==> config.mk <==
export PLATFORM = sky130hd
export DESIGN_NAME = keyed_sysctl_reg
export DESIGN_NICKNAME = d
export VERILOG_FILES = /design/src/rtl/sysctl_pkg.sv /design/src/rtl/sysctl_wr_qualify.sv /design/src/rtl/sysctl_ext_defer.sv /design/src/rtl/sysctl_rd_port.sv /design/src/rtl/keyed_sysctl_reg.sv
export SDC_FILE = /design/constraint.sdc
export NUM_CORES = 1
export LEC_CHECK = 0
export BUFFER_PORTS_ARGS = -buffer_cell sky130_fd_sc_hd__buf_2
export CAP_MARGIN = 20
export CORE_MARGIN = 1
export CORE_UTILIZATION = 32
export CTS_CLUSTER_SIZE = 28
export DETAILED_ROUTE_END_ITERATION = 10
export PLACE_DENSITY = 0.77
export SLEW_MARGIN = 0
export SYNTH_ARGS = -nofsm -noshare
export SYNTH_HDL_FRONTEND = slang
export SYNTH_SLANG_ARGS = --single-unit
==> constraint.sdc <==
create_clock -name clk -period 1.4 [get_ports clk]
set_clock_uncertainty 0.15 [all_clocks]
set_input_delay 0 -clock clk [delete_from_list [all_inputs] [get_ports clk]]
set_output_delay 0 -clock clk [all_outputs]
set_load 0.01 [all_outputs]
==> src/rtl/sysctl_pkg.sv <==
package sysctl_pkg;

    localparam int DATA_W = 16;
    localparam int KEY_W  = 8;
    localparam int BE_W   = DATA_W / 8;
    localparam logic [KEY_W-1:0] UNLOCK_KEY = 8'h5A;
    localparam int MEM_BIT = 0;
    localparam int EXT_BIT = 1;

    typedef struct packed {
        logic ext_bus_en;
        logic mem_en;
    } ctrl_t;

    localparam ctrl_t CTRL_RST = '{ext_bus_en: 1'b0, mem_en: 1'b1};

    typedef struct packed {
        logic hit;
        logic ext_val;
        logic mem_clr;
    } wr_req_t;

    function automatic logic [DATA_W-1:0] pack_view(ctrl_t c);
        logic [DATA_W-1:0] v;
        v = '0;
        v[EXT_BIT] = c.ext_bus_en;
        v[MEM_BIT] = c.mem_en;
        return v;
    endfunction

endpackage

==> src/rtl/sysctl_wr_qualify.sv <==
module sysctl_wr_qualify
    import sysctl_pkg::*;
#(
    parameter int ADDR_W = 8,
    parameter logic [ADDR_W-1:0] REG_ADDR = 8'h06
) (
    input  logic [ADDR_W-1:0] addr,
    input  logic              wr,
    input  logic [BE_W-1:0]   be,
    input  logic [DATA_W-1:0] wdata,
    output wr_req_t           req
);
    logic addr_hit;
    logic full_word;
    logic key_ok;

    always_comb begin
        addr_hit  = (addr == REG_ADDR);
        full_word = &be;
        key_ok    = (wdata[DATA_W-1 -: KEY_W] == UNLOCK_KEY);
        req.hit     = wr && addr_hit && full_word && key_ok;
        req.ext_val = wdata[EXT_BIT];
        req.mem_clr = req.hit && !wdata[MEM_BIT];
    end
endmodule

==> src/rtl/sysctl_ext_defer.sv <==
module sysctl_ext_defer
    import sysctl_pkg::*;
(
    input  logic    clk,
    input  logic    rst,
    input  wr_req_t req,
    input  logic    busy,
    output logic    ext_en,
    output logic    idle
);
    logic pend_q;
    logic pend_val_q;

    always_ff @(posedge clk) begin
        if (rst) begin
            ext_en     <= CTRL_RST.ext_bus_en;
            pend_q     <= 1'b0;
            pend_val_q <= 1'b0;
        end else if (req.hit) begin
            if (!busy) begin
                ext_en <= req.ext_val;
                pend_q <= 1'b0;
            end else begin
                pend_q     <= (req.ext_val != ext_en);
                pend_val_q <= req.ext_val;
            end
        end else if (pend_q && !busy) begin
            ext_en <= pend_val_q;
            pend_q <= 1'b0;
        end
    end

    assign idle = !pend_q;

    // no movement of the enable across an edge with a busy bus
    p_ext_hold_busy_r7: assert property (@(posedge clk) disable iff (rst)
        busy |=> $stable(ext_en));

    // a pending change lands on the first idle edge
    p_pend_lands_r7: assert property (@(posedge clk) disable iff (rst)
        (pend_q && !busy && !req.hit) |=> (idle && ext_en == $past(pend_val_q)));

    // without a qualified write and with nothing pending, the enable holds
    p_ext_quiet_r3: assert property (@(posedge clk) disable iff (rst)
        (!req.hit && idle) |=> $stable(ext_en));
endmodule

==> src/rtl/sysctl_rd_port.sv <==
module sysctl_rd_port
    import sysctl_pkg::*;
(
    input  logic              clk,
    input  logic              rst,
    input  logic              rd_hit,
    input  ctrl_t             view,
    output logic [DATA_W-1:0] rdata
);
    always_ff @(posedge clk) begin
        if (rst)         rdata <= '0;
        else if (rd_hit) rdata <= pack_view(view);
        else             rdata <= '0;
    end

    // key and reserved positions never carry data
    p_rdata_upper_zero_r4: assert property (@(posedge clk) disable iff (rst)
        rdata[DATA_W-1:EXT_BIT+1] == '0);

    // no strobe, no data
    p_rdata_idle_zero_r10: assert property (@(posedge clk) disable iff (rst)
        !rd_hit |=> (rdata == '0));
endmodule

==> src/rtl/keyed_sysctl_reg.sv <==
module keyed_sysctl_reg
    import sysctl_pkg::*;
#(
    parameter int ADDR_W = 8,
    parameter logic [ADDR_W-1:0] REG_ADDR = 8'h06
) (
    input  logic              clk,
    input  logic              rst,
    input  logic [ADDR_W-1:0] bus_addr,
    input  logic              bus_wr,
    input  logic              bus_rd,
    input  logic [BE_W-1:0]   bus_be,
    input  logic [DATA_W-1:0] bus_wdata,
    output logic [DATA_W-1:0] bus_rdata,
    input  logic              ext_cycle_active,
    output logic              mem_enable,
    output logic              ext_bus_enable,
    output logic              change_done
);
    wr_req_t req;
    ctrl_t   view;
    logic    mem_en_q;
    logic    ext_en;
    logic    rd_hit;

    sysctl_wr_qualify #(.ADDR_W(ADDR_W), .REG_ADDR(REG_ADDR)) u_qual (
        .addr (bus_addr),
        .wr   (bus_wr),
        .be   (bus_be),
        .wdata(bus_wdata),
        .req  (req)
    );

    // One-way memory enable: only a clear is accepted
    always_ff @(posedge clk) begin
        if (rst)              mem_en_q <= CTRL_RST.mem_en;
        else if (req.mem_clr) mem_en_q <= 1'b0;
    end

    sysctl_ext_defer u_ext (
        .clk   (clk),
        .rst   (rst),
        .req   (req),
        .busy  (ext_cycle_active),
        .ext_en(ext_en),
        .idle  (change_done)
    );

    always_comb begin
        view.mem_en     = mem_en_q;
        view.ext_bus_en = ext_en;
        rd_hit          = bus_rd && (bus_addr == REG_ADDR);
    end

    sysctl_rd_port u_rd (
        .clk  (clk),
        .rst  (rst),
        .rd_hit(rd_hit),
        .view (view),
        .rdata(bus_rdata)
    );

    assign mem_enable     = mem_en_q;
    assign ext_bus_enable = ext_en;

    // once cleared, the memory enable stays cleared
    p_mem_one_way_r5: assert property (@(posedge clk) disable iff (rst)
        !mem_enable |=> !mem_enable);

    // a wrong key never moves the memory enable
    p_bad_key_mem_r3: assert property (@(posedge clk) disable iff (rst)
        (bus_wr && bus_wdata[DATA_W-1 -: KEY_W] != UNLOCK_KEY) |=> $stable(mem_enable));

    // partial byte enables never move the memory enable
    p_partial_be_r9: assert property (@(posedge clk) disable iff (rst)
        (bus_wr && !(&bus_be)) |=> $stable(mem_enable));

    // foreign address reads return zero
    p_foreign_read_r8: assert property (@(posedge clk) disable iff (rst)
        (bus_rd && bus_addr != REG_ADDR) |=> (bus_rdata == '0));
endmodule

# --- Word-level counts from Yosys, hierarchy flattened ---
# Cells that the tools add are included.
word_totals:
  out_inout_bits: 19
  inputBits: 31
  reg_bits: 20
  elab_cells: 31
op_classes:
  n_reduce_logical: 14
  eq_ne: 4
  bitwise: 1
  muxes: 6
ops:
  columns: ["operator", "count"]
  rows:
  - ["8-bit by 3-bit == test with 1-bit output, second input constant", 1]
  - ["8-bit by 7-bit == test with 1-bit output, second input constant", 1]
  - ["1-bit logical AND", 6]
  - ["1-bit two-way mux", 6]
  - ["2-bit AND reduction", 3]
  - ["1-bit logical NOT", 3]
  - ["2-bit != test, second input constant", 1]
  - ["2-bit nonzero test", 1]
  - ["2-bit OR reduction", 1]
  - ["1-bit != test", 1]
  - ["1-bit inverter", 1]

# --- Logic depth before layout (Yosys ltp) ---
logic_depth:
  word_depth: 6
  depth_mapped: 4
  mapped_depth_nobuf: 4

# --- Hierarchy ---
# From an unflattened synthesis, not the netlist that was laid out.
hier_totals:
  hier_cells: 51
  hier_area_um2: 474.2
modules_own_cells:
  columns: ["mod", "seq_area_each_um2", "area_each_um2", "cells_each", "n_inst"]
  rows:
  - ["sysctl_rd_port", 40.0, 166.4, 19, 1]
  - ["sysctl_ext_defer", 60.1, 142.6, 16, 1]
  - ["sysctl_wr_qualify", 0.0, 101.3, 10, 1]
  - ["keyed_sysctl_reg", 20.0, 63.8, 6, 1]

# --- Worst setup path after synthesis ---
# No wires, ideal clock.
synth_path:
  path_kind: "register -> register"
  from: "reg u_ext.pend_q"
  to: "reg u_ext.ext_en"
  setup_ps: 128
  path_stages_with_launch: 5
  t_arrival_ps: 922
  path_slack_ps: 200
  cell_sequence: "dfxtp_1 > nor2b_1 > mux2_1 > a21oi_1 > a311oi_1"
synth_between:
  elab_chain_cells: 3
synth_rtl:
  columns: ["element", "line", "source"]
  rows:
  - ["from (decl)", "sysctl_ext_defer.sv:11", "logic pend_q;"]
  - ["from (signal assigned)", "sysctl_ext_defer.sv:24", "pend_q <= (req.ext_val != ext_en);"]
  - ["1-bit logical AND", "sysctl_ext_defer.sv:27", "end else if (pend_q && !busy) begin"]
  - ["2-bit nonzero test (no source line)", null, null]
  - ["2-bit AND reduction (no source line)", null, null]
  - ["to (signal assigned)", "sysctl_ext_defer.sv:16", "ext_en <= CTRL_RST.ext_bus_en;"]
  - ["to (signal assigned)", "sysctl_ext_defer.sv:21", "ext_en <= req.ext_val;"]
  - ["to (signal assigned)", "sysctl_ext_defer.sv:28", "ext_en <= pend_val_q;"]
  - ["to (decl)", "sysctl_ext_defer.sv:8", "output logic ext_en,"]
# Every way passes these cells.
# A chain may end at the register's enable or synchronous reset.

# --- Worst setup path after layout ---
layout_path:
  from: "in ext_cycle_active"
  to: "reg u_ext.ext_en"
layout_between:
  elab_chain_cells: 4
layout_rtl:
  columns: ["element", "line", "source"]
  rows:
  - ["from (decl)", "keyed_sysctl_reg.sv:15", "input logic ext_cycle_active,"]
  - ["1-bit logical NOT", "sysctl_ext_defer.sv:27", null]
  - ["1-bit logical AND", "sysctl_ext_defer.sv:27", null]
  - ["2-bit nonzero test (no source line)", null, null]
  - ["2-bit AND reduction (no source line) *", null, null]
# Mark *: on every way between the ends. The rest lies on a longest branch, timed or not.

==> Implementation_results.wiki <==
{| class="wikitable"
! Metric !! Value
|-
| Total congestion overflow || 0
|-
| Floorplan Core Area || 1280 um^2
|-
| TritonCTS clock tree || yes
|-
| Routed wire length per instance || 8.92 um
|-
| Period Utilization, post-route || 94.7%
|-
| Multiplexer share of the synthesized area || 4.83%
|-
| Number of endpoints failing setup at the final stage || 0
|-
| Combinational family with the most area after synthesis || simple AND/OR/NAND/NOR gates
|-
| Min-delay src || bus_wdata[14]
|-
| Initial cell density of the core || 34.3%
|-
| Mapped cell area || 440 um^2
|-
| Largest net degree at the start of global routing || 6
|-
| Critical path data arrival time || 1.30 ns
|-
| Number of H-tree levels || 1
|-
| Global routing's busiest layer || met2
|-
| RSZ-0062 raised after global routing || no
|-
| Number of antenna violations at the first check in global routing || 0
|-
| Dominant delay contributor by cell family on the critical path || buffers and inverters
|-
| Final Hold Fails || 1
|-
| DRT Pass-1 Iters || 2
|-
| HPWL reported at the end of detailed placement || 709 um
|-
| Post-route antenna net violation count || 0
|-
| Library cells used by synthesis || 23
|-
| Average cell area after synthesis || 8.81 um^2
|-
| Violated checks || negative hold slack
|-
| Number of nets in the finished design || 120
|-
| Hold/Removal Path Class || in2reg
|-
| Vias || 455
|-
| Area fraction in and, or, nand and nor cells after synthesis || 29.8%
|-
| DRC violation total after the first TritonRoute iteration || 1
|-
| Gate count after technology mapping || 50
|-
| Sequential element share of the synthesized area || 27.3%
|-
| Floorplan die height || 39.1 um
|-
| Power density over the cells || 638 nW/um^2
|-
| Total routing usage reported by global routing || 14.0%
|-
| Post-layout total power || 0.000415 W
|-
| Slowest cell delay on critical path || 0.53 ns
|-
| Global-route wire length before repair || 1450 um
|-
| Max Clock Freq || 754 MHz
|-
| M3 GR Usage || 1.73%
|-
| Cell type of the slowest stage on the worst timing path || sky130_fd_sc_hd__dlygate4sd3_1
|-
| Leakage power || 0.344 nW
|-
| CTS root buf || sky130_fd_sc_hd__clkbuf_4
|-
| Post-synthesis register bit count || 6
|-
| Critical Path, Cell by Cell || dlygate4sd3_1 -> buf_2 -> nor2b_2 -> mux2_1 -> a21oi_2 -> a311oi_1
|-
| IR Drop Worst-Case VDD || 0.232 mV
|-
| Critical path startpoint category || primary input
|-
| Launching point of the worst reg2reg path || u_ext.pend_q$_SDFFE_PP0P_
|-
| Result of the run || complete, but fails checks
|-
| Post-Route Setup TNS || 0 ns
|-
| Area of the multi-input gates || 268 um^2
|-
| Share of post-route cells with drive strength above 1 || 42.5%
|-
| Final weighted congestion of routability-driven global placement || 0.626
|-
| Adder-Cell Fraction of Synth Area || 0%
|-
| Detailed Route WL || 910 um
|-
| Met2 global-route usage || 25.0%
|-
| Met1 track demand over resource in global routing || 14.7%
|-
| Die area || 1530 um^2
|-
| Type of the worst setup path || in2reg
|-
| Number of warnings reported in the yosys synthesis log || 0
|-
| Port Buf Inserts || 29
|-
| Row cnt || 13
|-
| Total inserted antenna cells || 0
|-
| Xor/xnor cell area share of the yosys netlist || 1.99%
|-
| Area occupied by registers || 120 um^2
|-
| Clock Latency Late Sink || 0.24 ns
|-
| Final routed DRC violation total || 0
|-
| Slew Limit Fails || 0
|-
| Data required time of the worst path || 1.37 ns
|-
| Kind of capture point of the worst setup path || flop
|-
| DR vias/cell || 4.46
|-
| Via count of the first global-routing pass || 392
|-
| Max-Cap Viols || 0
|-
| Source of the critical timing path || ext_cycle_active
|-
| Number of fill cells in the layout || 126
|-
| Clock edge transition at the registers on the reported setup and hold paths || 0.05 ns
|-
| Number of buffers and inverters on the critical path || 2
|-
| Longest Clk Path Bufs || 2
|-
| Clock sinks || 6
|-
| Area fraction in compound gates after synthesis || 8.81%
|-
| Clock buffers created by TritonCTS || 3
|-
| Number of placed I/O pins || 50
|-
| Chip width || 39.1 um
|-
| Area growth from synthesis to final layout || 47.7%
|-
| Worst hold slack || -0.00632 ns
|-
| Max Fanout on Critical Path || 4
|-
| Final period demand of the worst path || 1.33 ns
|}
==> path summary, 6_finish.rpt <==
path	depth (start not counted)	to	slack (ns)
min reg2reg	2	mem_enable$_SDFFE_PP1P_	0.32
min	4	mem_enable$_SDFFE_PP1P_	-0.006
max reg2reg	4	u_ext.ext_en$_SDFFE_PP0P_	0.13
max	6	u_ext.ext_en$_SDFFE_PP0P_	0.07
==> per-layer routing <==
layer,part of all wire [%],wire length [um]
met5,0,0
met3,10,94
met1,39,358
met4,0,0
met2,50,457
==> repair_timing <==
item,in CTS,in global routing
hold endpoints to repair,6,0
setup buffers,0,1
resized for setup,0,4
setup endpoints to repair,0,3
hold buffers,6,0
==> flip-flops by register name (all words and copies together) (netlist names) <==
register and count:
u_ext.pend_q 1, u_ext.ext_en 1, u_ext.pend_val_q 1, u_rd.rdata 2, mem_enable 1
==> where the power goes <==
| part | internal, W | leakage (nW) | switching (W) |
|---|---|---|---|
| sequential | 0.000171 | 0.0483 | 0.00000000582 |
| clock | 0.0000972 | 0.0138 | 0.0000657 |
| combinational | 0.0000416 | 0.282 | 0.0000390 |
| total | 0.000310 | 0.344 | 0.000105 |
==> cell type report <==
type | count | share of cell area, %
sequential | 6 | 18.5
clock buffer | 3 | 3.46
inverter | 3 | 1.73
tap | 15 | 2.88
timing repair buffer | 35 | 32.3
multi-input combinational | 40 | 41.2
==> logic make-up (layout without fill, tap and decap cells) <==
logic type | Yosys count | after routing
XOR/XNOR | 1 | 1
other | 1 | 14
AO/OA/AOI/OAI | 6 | 6
AND/OR/NAND/NOR | 17 | 17
flip-flops | 6 | 6
multiplexers | 2 | 2
buffers and inverters | 17 | 41
==> tightest hold or removal path, stage by stage <==
cell	delay (ns)
sky130_fd_sc_hd__buf_2	0.10
sky130_fd_sc_hd__nand4_1	0.12
sky130_fd_sc_hd__o31ai_1	0.08
sky130_fd_sc_hd__nand2_1	0.05
==> cell usage in the layout (no fill, tap or decap), types with 2 or more instances in the layout <==
cell / count
sky130_fd_sc_hd__dlygate4sd3_1: 5
sky130_fd_sc_hd__clkbuf_4: 3
sky130_fd_sc_hd__nand2_1: 2
sky130_fd_sc_hd__o31ai_1: 2
sky130_fd_sc_hd__conb_1: 14
sky130_fd_sc_hd__and4bb_1: 2
sky130_fd_sc_hd__and2_1: 2
sky130_fd_sc_hd__a21oi_1: 2
sky130_fd_sc_hd__dfxtp_1: 6
sky130_fd_sc_hd__buf_2: 28
sky130_fd_sc_hd__inv_1: 3
sky130_fd_sc_hd__nand4_1: 2
==> through the flow <==
stage	cells	hold WS, ns	utilization [%]	area [um^2]	worst slack, ns
finish	102	-0.00632	50.6	651	0.0737
global route	102	0.0346	50.6	651	0.0125
CTS	102	-0.0160	49.1	631	0.0540
detailed placement	93	0.0686	42.6	548	0.110
global placement	93	0.0671	42.6	548	0.166
floorplan	63	-0.0809	-	489	0.200
==> synth_stat cells <==
| master | count | area share, % |
|---|---|---|
| sky130_fd_sc_hd__mux2i_1 | 1 | 2.3 |
| sky130_fd_sc_hd__nand4_1 | 2 | 2.8 |
| sky130_fd_sc_hd__a311oi_1 | 1 | 2.0 |
| sky130_fd_sc_hd__mux2_1 | 1 | 2.6 |
| sky130_fd_sc_hd__and4bb_1 | 2 | 5.7 |
| sky130_fd_sc_hd__and2b_1 | 1 | 1.7 |
| sky130_fd_sc_hd__and2_1 | 2 | 2.8 |
| sky130_fd_sc_hd__xor2_1 | 1 | 2.0 |
| sky130_fd_sc_hd__conb_1 | 1 | 0.85 |
| sky130_fd_sc_hd__and4b_1 | 1 | 2.3 |
| sky130_fd_sc_hd__dfxtp_1 | 6 | 27 |
| sky130_fd_sc_hd__and4_4 | 1 | 2.6 |
| sky130_fd_sc_hd__nand2_1 | 2 | 1.7 |
| sky130_fd_sc_hd__o31ai_1 | 2 | 3.4 |
| sky130_fd_sc_hd__buf_4 | 14 | 24 |
| sky130_fd_sc_hd__nor4_1 | 1 | 1.4 |
| sky130_fd_sc_hd__nor3_1 | 1 | 1.1 |
| sky130_fd_sc_hd__and2_4 | 1 | 2.0 |
| sky130_fd_sc_hd__a21oi_1 | 3 | 3.4 |
| sky130_fd_sc_hd__nor2b_1 | 1 | 1.4 |
| sky130_fd_sc_hd__and3_1 | 1 | 1.4 |
| sky130_fd_sc_hd__inv_1 | 3 | 2.6 |
| sky130_fd_sc_hd__nor4_2 | 1 | 2.8 |
Note: power is estimated with default switching activity, not from simulation.
